--- config.mk ---
export PLATFORM = sky130hd
export DESIGN_NAME = audio_serial_rx
export DESIGN_NICKNAME = d
export VERILOG_FILES = /design/src/rtl/aud_rx_pkg.sv /design/src/rtl/aud_rx_sampler.sv /design/src/rtl/aud_rx_slot.sv /design/src/rtl/aud_rx_word.sv /design/src/rtl/audio_serial_rx.sv
export SDC_FILE = /design/constraint.sdc
export NUM_CORES = 1
export LEC_CHECK = 0
export BUFFER_PORTS_ARGS = -buffer_cell sky130_fd_sc_hd__buf_2
export CAP_MARGIN = 20
export CORE_MARGIN = 2
export CORE_UTILIZATION = 46
export CTS_CLUSTER_DIAMETER = 150
export DETAILED_ROUTE_END_ITERATION = 6
export GPL_TIMING_DRIVEN = 1
export SETUP_SLACK_MARGIN = 0.2
export SLEW_MARGIN = 20
export SYNTH_ARGS = -nofsm -noshare
export SYNTH_HDL_FRONTEND = slang
export SYNTH_SLANG_ARGS = --single-unit
--- constraint.sdc ---
create_clock -name clk -period 6.5 [get_ports clk]
set_input_delay 1.3 -clock clk [delete_from_list [all_inputs] [get_ports clk]]
set_output_delay 1.3 -clock clk [all_outputs]
set_load 0.05 [all_outputs]
--- src/rtl/aud_rx_pkg.sv ---
package aud_rx_pkg;

    localparam int AW = 24;

    typedef enum logic [2:0] {
        FMT_LSB16 = 3'b000,
        FMT_LSB20 = 3'b001,
        FMT_MSB24 = 3'b010,
        FMT_DLY24 = 3'b011,
        FMT_LSB24 = 3'b100
    } fmt_code_e;

    typedef struct packed {
        logic rise;
        logic ws;
        logic sd;
    } bit_evt_t;

    typedef struct packed {
        logic       lsb_just;
        logic [4:0] width;
        logic       msb_delay;
        logic       left_lvl;
    } fmt_cfg_t;

    function automatic fmt_cfg_t decode_fmt(input logic [2:0] code);
        fmt_cfg_t c;
        c.lsb_just  = 1'b0;
        c.width     = 5'd24;
        c.msb_delay = 1'b0;
        c.left_lvl  = 1'b1;
        case (code)
            FMT_LSB16: begin c.lsb_just = 1'b1; c.width = 5'd16; end
            FMT_LSB20: begin c.lsb_just = 1'b1; c.width = 5'd20; end
            FMT_LSB24: begin c.lsb_just = 1'b1; c.width = 5'd24; end
            FMT_DLY24: begin c.msb_delay = 1'b1; c.left_lvl = 1'b0; end
            default:   ;
        endcase
        return c;
    endfunction

    function automatic logic [AW-1:0] align_lsb(input logic [AW-1:0] sr,
                                                 input logic [4:0]    width);
        logic [5:0] sh;
        sh = 6'(AW) - {1'b0, width};
        return sr << sh;
    endfunction

endpackage

--- src/rtl/aud_rx_sampler.sv ---
module aud_rx_sampler
    import aud_rx_pkg::*;
#(
    parameter int SYNC_STAGES = 2
) (
    input  logic     clk,
    input  logic     rst,
    input  logic     bclk_i,
    input  logic     ws_i,
    input  logic     sd_i,
    output bit_evt_t evt_o
);
    // each stage holds {bclk, ws, sd}
    logic [SYNC_STAGES:0][2:0] pipe;

    always_ff @(posedge clk) begin
        if (rst) pipe <= '0;
        else     pipe <= {pipe[SYNC_STAGES-1:0], {bclk_i, ws_i, sd_i}};
    end

    always_comb begin
        evt_o.rise = pipe[SYNC_STAGES-1][2] & ~pipe[SYNC_STAGES][2];
        evt_o.ws   = pipe[SYNC_STAGES-1][1];
        evt_o.sd   = pipe[SYNC_STAGES-1][0];
    end
endmodule

--- src/rtl/aud_rx_slot.sv ---
module aud_rx_slot
    import aud_rx_pkg::*;
#(
    parameter int CNT_W = 7
) (
    input  logic             clk,
    input  logic             rst,
    input  bit_evt_t         evt_i,
    output logic             boundary_o,
    output logic [CNT_W-1:0] slot_o,
    output logic             ended_lvl_o,
    output logic             ended_ok_o
);
    logic             have_ws;
    logic             ws_q;
    logic             synced;
    logic [CNT_W-1:0] slot_q;

    assign boundary_o  = evt_i.rise && have_ws && (evt_i.ws != ws_q);
    assign slot_o      = boundary_o ? '0 : slot_q;
    assign ended_lvl_o = ws_q;
    assign ended_ok_o  = synced;

    always_ff @(posedge clk) begin
        if (rst) begin
            have_ws <= 1'b0;
            ws_q    <= 1'b0;
            synced  <= 1'b0;
            slot_q  <= '0;
        end else if (evt_i.rise) begin
            if (!have_ws) begin
                have_ws <= 1'b1;
                ws_q    <= evt_i.ws;
                slot_q  <= CNT_W'(1);
            end else if (boundary_o) begin
                ws_q    <= evt_i.ws;
                slot_q  <= CNT_W'(1);
                synced  <= 1'b1;
            end else if (slot_q != '1) begin
                slot_q  <= slot_q + 1'b1;
            end
        end
    end
endmodule

--- src/rtl/aud_rx_word.sv ---
module aud_rx_word
    import aud_rx_pkg::*;
#(
    parameter int CNT_W = 7
) (
    input  logic             clk,
    input  logic             rst,
    input  bit_evt_t         evt_i,
    input  logic             boundary_i,
    input  logic [CNT_W-1:0] slot_i,
    input  fmt_cfg_t         cfg_i,
    output logic [AW-1:0]    word_o
);
    logic [AW-1:0]    tail_sr;
    logic [AW-1:0]    head_acc;
    logic [AW-1:0]    head_next;
    logic [CNT_W-1:0] idx;
    logic             hit;

    // word of the half-frame that ends at this boundary
    assign word_o = cfg_i.lsb_just ? align_lsb(tail_sr, cfg_i.width) : head_acc;

    always_comb begin
        hit       = slot_i >= CNT_W'(cfg_i.msb_delay);
        idx       = slot_i - CNT_W'(cfg_i.msb_delay);
        head_next = boundary_i ? '0 : head_acc;
        for (int b = 0; b < AW; b++) begin
            if (hit && idx == CNT_W'(AW - 1 - b)) head_next[b] = evt_i.sd;
        end
    end

    always_ff @(posedge clk) begin
        if (rst) begin
            tail_sr  <= '0;
            head_acc <= '0;
        end else if (evt_i.rise) begin
            tail_sr  <= {tail_sr[AW-2:0], evt_i.sd};
            head_acc <= head_next;
        end
    end
endmodule

--- src/rtl/audio_serial_rx.sv ---
module audio_serial_rx
    import aud_rx_pkg::*;
#(
    parameter int SYNC_STAGES = 2,
    parameter int MAX_SLOTS   = 128,
    localparam int CNT_W      = $clog2(MAX_SLOTS)
) (
    input  logic          clk,
    input  logic          rst,
    input  logic [2:0]    fmt_i,
    input  logic          bclk_i,
    input  logic          ws_i,
    input  logic          sd_i,
    output logic [AW-1:0] left_o,
    output logic [AW-1:0] right_o,
    output logic          valid_o
);
    bit_evt_t         evt;
    fmt_cfg_t         cfg;
    logic             boundary;
    logic [CNT_W-1:0] slot;
    logic             ended_lvl;
    logic             ended_ok;
    logic [AW-1:0]    word;
    logic             bit_rise;
    logic [AW-1:0]    left_hold;
    logic             left_ok;
    logic             word_rdy;
    logic             ended_left;

    assign cfg      = decode_fmt(fmt_i);
    assign bit_rise = evt.rise;

    aud_rx_sampler #(.SYNC_STAGES(SYNC_STAGES)) u_samp (
        .clk(clk), .rst(rst), .bclk_i(bclk_i), .ws_i(ws_i), .sd_i(sd_i),
        .evt_o(evt)
    );

    aud_rx_slot #(.CNT_W(CNT_W)) u_slot (
        .clk(clk), .rst(rst), .evt_i(evt), .boundary_o(boundary),
        .slot_o(slot), .ended_lvl_o(ended_lvl), .ended_ok_o(ended_ok)
    );

    aud_rx_word #(.CNT_W(CNT_W)) u_word (
        .clk(clk), .rst(rst), .evt_i(evt), .boundary_i(boundary),
        .slot_i(slot), .cfg_i(cfg), .word_o(word)
    );

    assign word_rdy   = boundary && ended_ok;
    assign ended_left = (ended_lvl == cfg.left_lvl);

    always_ff @(posedge clk) begin
        if (rst) begin
            left_hold <= '0;
            left_ok   <= 1'b0;
            left_o    <= '0;
            right_o   <= '0;
            valid_o   <= 1'b0;
        end else begin
            valid_o <= 1'b0;
            if (word_rdy) begin
                if (ended_left) begin
                    left_hold <= word;
                    left_ok   <= 1'b1;
                end else if (left_ok) begin
                    left_o  <= left_hold;
                    right_o <= word;
                    valid_o <= 1'b1;
                    left_ok <= 1'b0;
                end
            end
        end
    end
endmodule

==> results.toml, run 1 <==
[outcome]
status = "complete, no violations"

[placement]
io_buffers = 56
dp_worst_setup_slack_ps = 2280
hpwl_mm = 10.5
placed_cell_area_mm2 = 0.00649
routabilityCongestion = 0.915

[clocking]
cts_made_buffers = 17
cts_setup_buffers = 0
cts-resized-gates = 0
cts_hold_buffers = 0
clk_latency_ps = 430
cts_max_level = 4
clock-sinks = 139
cts_tree = "done"
clkTransAtPathRegs_ps = 60
clockBufferDepth = 2
cts-root-buf = "clkbuf_16"

[synth]
ys_warn_count = 0
synth-simple-area-share_pct = 23.6
synth_compound_area_share_pct = 17.6
synth_top_family_by_area = "simple AND/OR/NAND/NOR gates"
muxShareOfSynthArea_pct = 7.05
synth_cell_types = 64
synth-seq-area-share_pct = 44.8
yosys.area.top_type = "dfxtp_1"
ys_seq_elements = 139
netlist_area_mm2 = 0.00621
synth_xor_area_share_pct = 0.967
netlist_instances = 724
synth_edf_count = 0
synth_top_flop_cell = "dfxtp_1"
synth_fa_ha_area_share_pct = 0.805
synthTopCellsByArea = "dfxtp_1 45%, nand2_1 8.5%, mux2i_1 6.0%, nor2_1 5.1%, a21oi_1 4.9%"
syn_area_per_cell_um2 = 8.58
syn_nets = 736
synth_top_area_share_pct = 44.8
async_flop_share_pct = 0

[final_layout]
num-fill-cells = 1294
area_growth_pct = 13.5
layout_common_cells = "141 x nand2_1, 139 x dfxtp_1, 83 x nor2_1, 61 x a21oi_1, 55 x buf_2"
nets = 762
diodes = 0
final_cell_area_mm2 = 0.00705
final_layout_size_suffix_gt1_share_pct = 16.0
final_common_cell = "nand2_1"

[global_route]
track_usage_pct = 22.2
grt_pass1_vias = 4863
antenna_found_initial = 0
grt_first_pass_wirelength_mm = 25.1
grt-ovfl-total = 0
use_met3_pct = 5.99
grt_max_degree = 72
met2_usage_pct = 34.2
grt.busiest_layer = "met2"
use_met1_pct = 30.1

[floorplan]
ioPinCount = 57
fp-row-count = 42
coreArea_mm2 = 0.0132
dieArea_mm2 = 0.0145
die_x_um = 120
fp.dieH_um = 120
start_util_pct = 46.9

[power]
peakVddDrop_mv = 0.213
power_mw = 1.85
total_leakage_power_nw = 2.49
power_density_mw_per_mm2 = 262

[setup_path]
cpPeakStageDelay_ps = 560
reg2reg_slack_ps = 2930
r2r_start = "u_slot.have_ws$_SDFFE_PP0N_"
crit_chain = "buf_2 > nand3b_1 > inv_1 > ha_1 > ha_1 > nor4bb_1 > o21ai_0 > nand4_1 > nand3_1 > o211ai_1 > o31ai_1"
required_ps = 6770
worst-setup-path-type = "input port to register"
regToRegEndpoint = "u_word.head_acc[2]$_SDFFE_PP0P_"
cp.arrival_ps = 4100
cp_slowest_cell = "ha_1"
r2r_cells = 11
cp_common_cell = "ha_1"
cp_max_fo = 16
critPathCaptureType = "register"
start_kind = "input port"

[route]
viasPerCell = 5.63
dr.pass1.iters = 5
drc = 0
wl_mm = 15.3
vias = 5289
drt_iter0_markers = 457
drt-wirelength-per-cell_um = 16.3
postRouteAntennaNets = 0

[hold_path]
holdPathEnd = "u_samp.pipe[5]$_SDFF_PP0_"
min_from = "u_samp.pipe[2]$_SDFF_PP0_"
hold_depth = 1
min_path_type = "register to register"

[timing]
hold_slack_ps = 439
post-route-min-period_ps = 3820
timing.setup.tns_ps = 0
max_freq_mhz = 262
worstMarginPinSlew_ps = 908
fin_ws_ps = 2680
clock-skew-final_ps = 6.98
fin_crit_sh_pct = 58.8
rsz0062_at_grt = "no"
relSlewSlack_pct = 39.1
setup_viol = 0
slew_viol_final = 0
hold_viol = 0

[flow_run]
maxCapViolations = 0
## where the power goes
group / switching (mW) / total [mW] / internal, mW
Clock: 0.377 / 0.915 / 0.538
Sequential: 0.00271 / 0.858 / 0.855
Combinational: 0.0534 / 0.0757 / 0.0223
## synthesized netlist by cell type (3+ instances only)
cell type,number
nand2_1,141
dfxtp_1,139
nor2_1,84
a21oi_1,61
mux2i_1,37
clkbuf_1,28
a211oi_1,24
a311oi_1,20
buf_2,18
nand4_1,17
nor2b_1,17
o21ai_0,12
nand3_1,10
o211ai_1,10
o31ai_1,8
buf_6,6
nor3_1,6
nand2b_1,5
a221oi_1,4
a22oi_1,4
a41oi_1,4
ha_1,4
inv_1,4
nor4_1,4
mux4_2,3
xor2_1,3
## worst max-delay path by stage
stage             start                              end  cells after the start
2_1_floorplan  fmt_i[2]       left_hold[10]$_SDFFE_PP0P_                      8
4_1_cts        fmt_i[2]  u_word.head_acc[2]$_SDFFE_PP0P_                     11
6_report       fmt_i[2]  u_word.head_acc[2]$_SDFFE_PP0P_                     11
3_3_place_gp   fmt_i[2]       left_hold[10]$_SDFFE_PP0P_                      6
5_1_grt        fmt_i[2]  u_word.head_acc[2]$_SDFFE_PP0P_                     11
3_5_place_dp   fmt_i[2]  u_word.head_acc[2]$_SDFFE_PP0P_                     11
## metal layers
layer	part of all wire [%]	vias to the layer above
met4	2.1	0
met3	6.3	26
met5	0	-
met1	46	2465
met2	46	181
li1	-	2617
## sequential cells by signal, indices dropped and copies added (netlist names), 2 cells and up
register	cells
left_hold	24
left_o	24
right_o	24
u_word.head_acc	24
u_word.tail_sr	24
u_slot.slot_q	7
u_samp.pipe	5
u_samp.evt_o	2
## critical path: cells and delay by family
family                     cells  cell delay [ps]
buffers and inverters          2              230
AOI/OAI and AO/OA              3              530
and+or+nand+nor                4             1080
adders and majority gates      2              950
## metrics by stage
step | utilization [%] | cells
6_report | 53.2 | 939
5_1_grt | 53.2 | 939
4_1_cts | 53.2 | 939
3_5_place_dp | 49.0 | 907
3_3_place_gp | 48.7 | 904
2_1_floorplan | - | 724
## logic make-up (layout without fill, tap and decap cells)
group                    count (synthesis)  in the layout
multiplexers                            40             40
AO/OA/AOI/OAI                          162            162
XOR/XNOR                                 6              6
buffers and inverters                   62            101
adder cells (fa/ha/maj)                  4              4
flip-flops                             139            139
AND/OR/NAND/NOR                        311            311
## area by class of cell
type                            count  area (µm²)  area share, %
Inverter                            4        15.0          0.213
Tap cell                          176         220           3.12
Clock inverter                     13         118           1.67
Clock buffer                       19         443           6.28
Timing Repair Buffer               65         362           5.13
Multi-Input combinational cell    523        3110           44.1
Sequential cell                   139        2780           39.5
(Power assumes the default switching activity.)
==> run 2: changes to the inputs <==
- ABC_AREA: not set -> 1
- PLACE_DENSITY: not set -> 0.67
- clock period: 6.5 -> 3.3 ns (I/O delays scaled with it)
==> run 2 against run 1 <==
Against the previous run: sequential power up 100%; hold slack worse by 36 ps; count of clock-buffer cells in the layout down 1; clock skew up 1.8 ps; critical path depth up 2; via count up 8.7%; register-to-register slack worse by 2400 ps; die area up 2.2%; wire length up 3.8%; core utilization up 1.5 points; design area up 3.7%.
==> results.toml, run 2 <==
[outcome]
status = "complete, no violations"

[setup_path]
reg2reg_slack_ps = 570
crit_chain = "inv_1 > nor2_8 > nand2_8 > nand2_1 > ha_1 > ha_1 > nand2_1 > nand2_1 > nand3_2 > nor2_4 > nand3_1 > nor2_1 > nor2_1"
critPathCaptureType = "register"
startpoint = "u_slot.have_ws$_SDFFE_PP0N_"
r2r_start = "u_slot.have_ws$_SDFFE_PP0N_"
worst-setup-path-type = "register to register"
cp_slowest_cell = "nor2_4"
regToRegEndpoint = "u_word.head_acc[16]$_SDFFE_PP0P_"
cp_common_cell = "nand2_1"
required_ps = 3620
cpPeakStageDelay_ps = 460
r2r_cells = 13
start_kind = "register"
cp.arrival_ps = 3050
cp_max_fo = 36

[power]
p_sw_share_pct = 23.9
power_density_mw_per_mm2 = 535
p_clk_share_pct = 50.3
seq_power_share_pct = 43.9
internal-power_mw = 2.98
p_switching_uw = 936
peakVddDrop_mv = 0.340
power_frac_comb_pct = 5.8
total_leakage_power_nw = 3.15

[timing]
timing.setup.tns_ps = 0
clock-skew-final_ps = 8.78
fin_crit_sh_pct = 82.8
post-route-min-period_ps = 2730
hold_viol = 0
setup_viol = 0
hold_slack_ps = 403
worstMarginPinSlew_ps = 621
rsz0062_at_grt = "no"
max_freq_mhz = 366
relSlewSlack_pct = 58.2
slew_viol_final = 0

[floorplan]
ioPinCount = 57
dieArea_mm2 = 0.0148
fp-row-count = 42
die_x_um = 122
fp.dieH_um = 122
coreArea_mm2 = 0.0133
start_util_pct = 47.6

[synth]
synth_top_area_share_pct = 43.8
synth_most_common_cell = "nor2_1"
async_flop_share_pct = 0
yosys.area.top_type = "dfxtp_1"
ys_seq_elements = 139
synthTopCellsByArea = "dfxtp_1 44%, nor2_1 8.9%, o21ai_0 8.4%, nand2_1 8.3%, a21oi_1 5.1%"
synth-seq-area-share_pct = 43.8
syn_nets = 893
synth_top_flop_cell = "dfxtp_1"
synth_common_cells = "151 x nor2_1, 140 x nand2_1, 139 x dfxtp_1, 107 x o21ai_0, 83 x inv_1"
synth_cell_types = 39
syn_area_per_cell_um2 = 7.21
netlist_instances = 881
synth_edf_count = 0
ys_warn_count = 0
netlist_area_mm2 = 0.00635

[final_layout]
post-route-util_pct = 54.8
num-fill-cells = 1275
area_growth_pct = 15.1
final_common_cell = "nor2_1"
nets = 928
final_layout_size_suffix_gt1_share_pct = 15.3
fin_cells = 1104
diodes = 0
final_cell_area_mm2 = 0.00731
layout_common_cells = "150 x nor2_1, 140 x nand2_1, 139 x dfxtp_1, 107 x o21ai_0, 83 x inv_1"

[clocking]
cts-resized-gates = 0
cts_made_buffers = 17
clk_latency_ps = 430
cts_hold_buffers = 0
clkTransAtPathRegs_ps = 60
cts-root-buf = "clkbuf_16"
clock-sinks = 139
cts_setup_buffers = 0
cts_max_level = 4
clockBufferDepth = 2
cts_tree = "done"

[hold_path]
min_path_type = "register to register"
min_from = "u_samp.pipe[0]$_SDFF_PP0_"
holdPathEnd = "u_samp.evt_o[0]$_SDFF_PP0_"
hold_depth = 2

[global_route]
grt_pass1_vias = 5091
grt-ovfl-total = 0
grt_first_pass_wirelength_mm = 25.9
antenna_found_initial = 0
track_usage_pct = 22.5
grt_max_degree = 117

[route]
vias = 5748
wl_mm = 15.8
drt_iter0_markers = 477
viasPerCell = 5.21
dr.pass1.iters = 5
drt-wirelength-per-cell_um = 14.4
postRouteAntennaNets = 0
drc = 0

[flow_run]
maxCapViolations = 0

[placement]
io_buffers = 56
placed_cell_area_mm2 = 0.00671
routabilityCongestion = 0.926
dp.cells = 1073
hpwl_mm = 10.9
[run 2: cell types whose count changed in the layout (fill, tap and decap cells not counted), moves of 6 or more]
cell,change
inv_1,+79
mux2i_1,-37
a311oi_1,-20
o31ai_1,-7
nand3_2,+16
nor2b_1,-17
a21boi_0,+7
a211oi_1,-18
nand3_1,+27
nand2_2,+7
o21ai_0,+95
nand4_1,-11
a31oi_1,+6
nor2_1,+67
[run 2: area by class of cell]
class,instances,area [µm²],area share (%)
Clock buffer,18,439,6.01
Multi-Input combinational cell,601,2970,40.7
Sequential cell,139,2780,38.1
Timing Repair Buffer,68,395,5.41
Clock inverter,13,166,2.28
Tap cell,176,220,3.01
Inverter,89,334,4.57
[run 2: critical path, delay by kind of cell, from the launching register on]
kind                     cells  cell delay (ps)
buffers and inverters        1              150
AND/OR/NAND/NOR             10             1540
flip-flops                   1              360
adder cells (fa/ha/maj)      2              560
[run 2: logic make-up after synthesis]
| family | count (synthesis) | synth area share (%) |
|---|---|---|
| xor gates and xnor gates | 1 | 0.138 |
| buffers and inverters | 141 | 9.41 |
| DFF | 139 | 43.8 |
| AOI/OAI and AO/OA | 224 | 19.9 |
| and+or+nand+nor | 372 | 26.0 |
| adders and majority gates | 4 | 0.788 |
[run 2: power groups by stage]
stage / registers [mW] / logic, mW / clock network, mW
2_1_floorplan: 1.75 / 0.172 / 0
3_3_place_gp: 1.75 / 0.222 / 0
3_5_place_dp: 1.75 / 0.223 / 0
4_1_cts: 1.72 / 0.224 / 1.99
5_1_grt: 1.72 / 0.254 / 2.08
6_report: 1.72 / 0.228 / 1.97
[run 2: per-stage QoR]
| stage | setup WS [ps] | total power [mW] |
|---|---|---|
| after detailed placement | 525 | 1.98 |
| after global placement | 589 | 1.98 |
| after floorplan | 777 | 1.92 |
| final | 569 | 3.91 |
| after global routing | 223 | 4.05 |
| after CTS | 569 | 3.93 |
[run 2: worst max path at each step]
stage | end | slack [ps] | cells after the start
after floorplan | left_hold[14]$_SDFFE_PP0P_ | 780 | 14
after global placement | u_word.head_acc[16]$_SDFFE_PP0P_ | 590 | 13
after detailed placement | left_hold[14]$_SDFFE_PP0P_ | 530 | 13
after CTS | u_word.head_acc[16]$_SDFFE_PP0P_ | 570 | 13
after global routing | u_word.head_acc[16]$_SDFFE_PP0P_ | 220 | 14
final | u_word.head_acc[16]$_SDFFE_PP0P_ | 570 | 13
[run 2: layer usage]
metal | vias up | track usage (%) | wire length, µm
li1 | 2956 | - | -
met5 | - | 0 | 0
met2 | 152 | 34.6 | 7100
met4 | 0 | 6.82 | 193
met3 | 16 | 4.79 | 819
met1 | 2624 | 31.8 | 7730
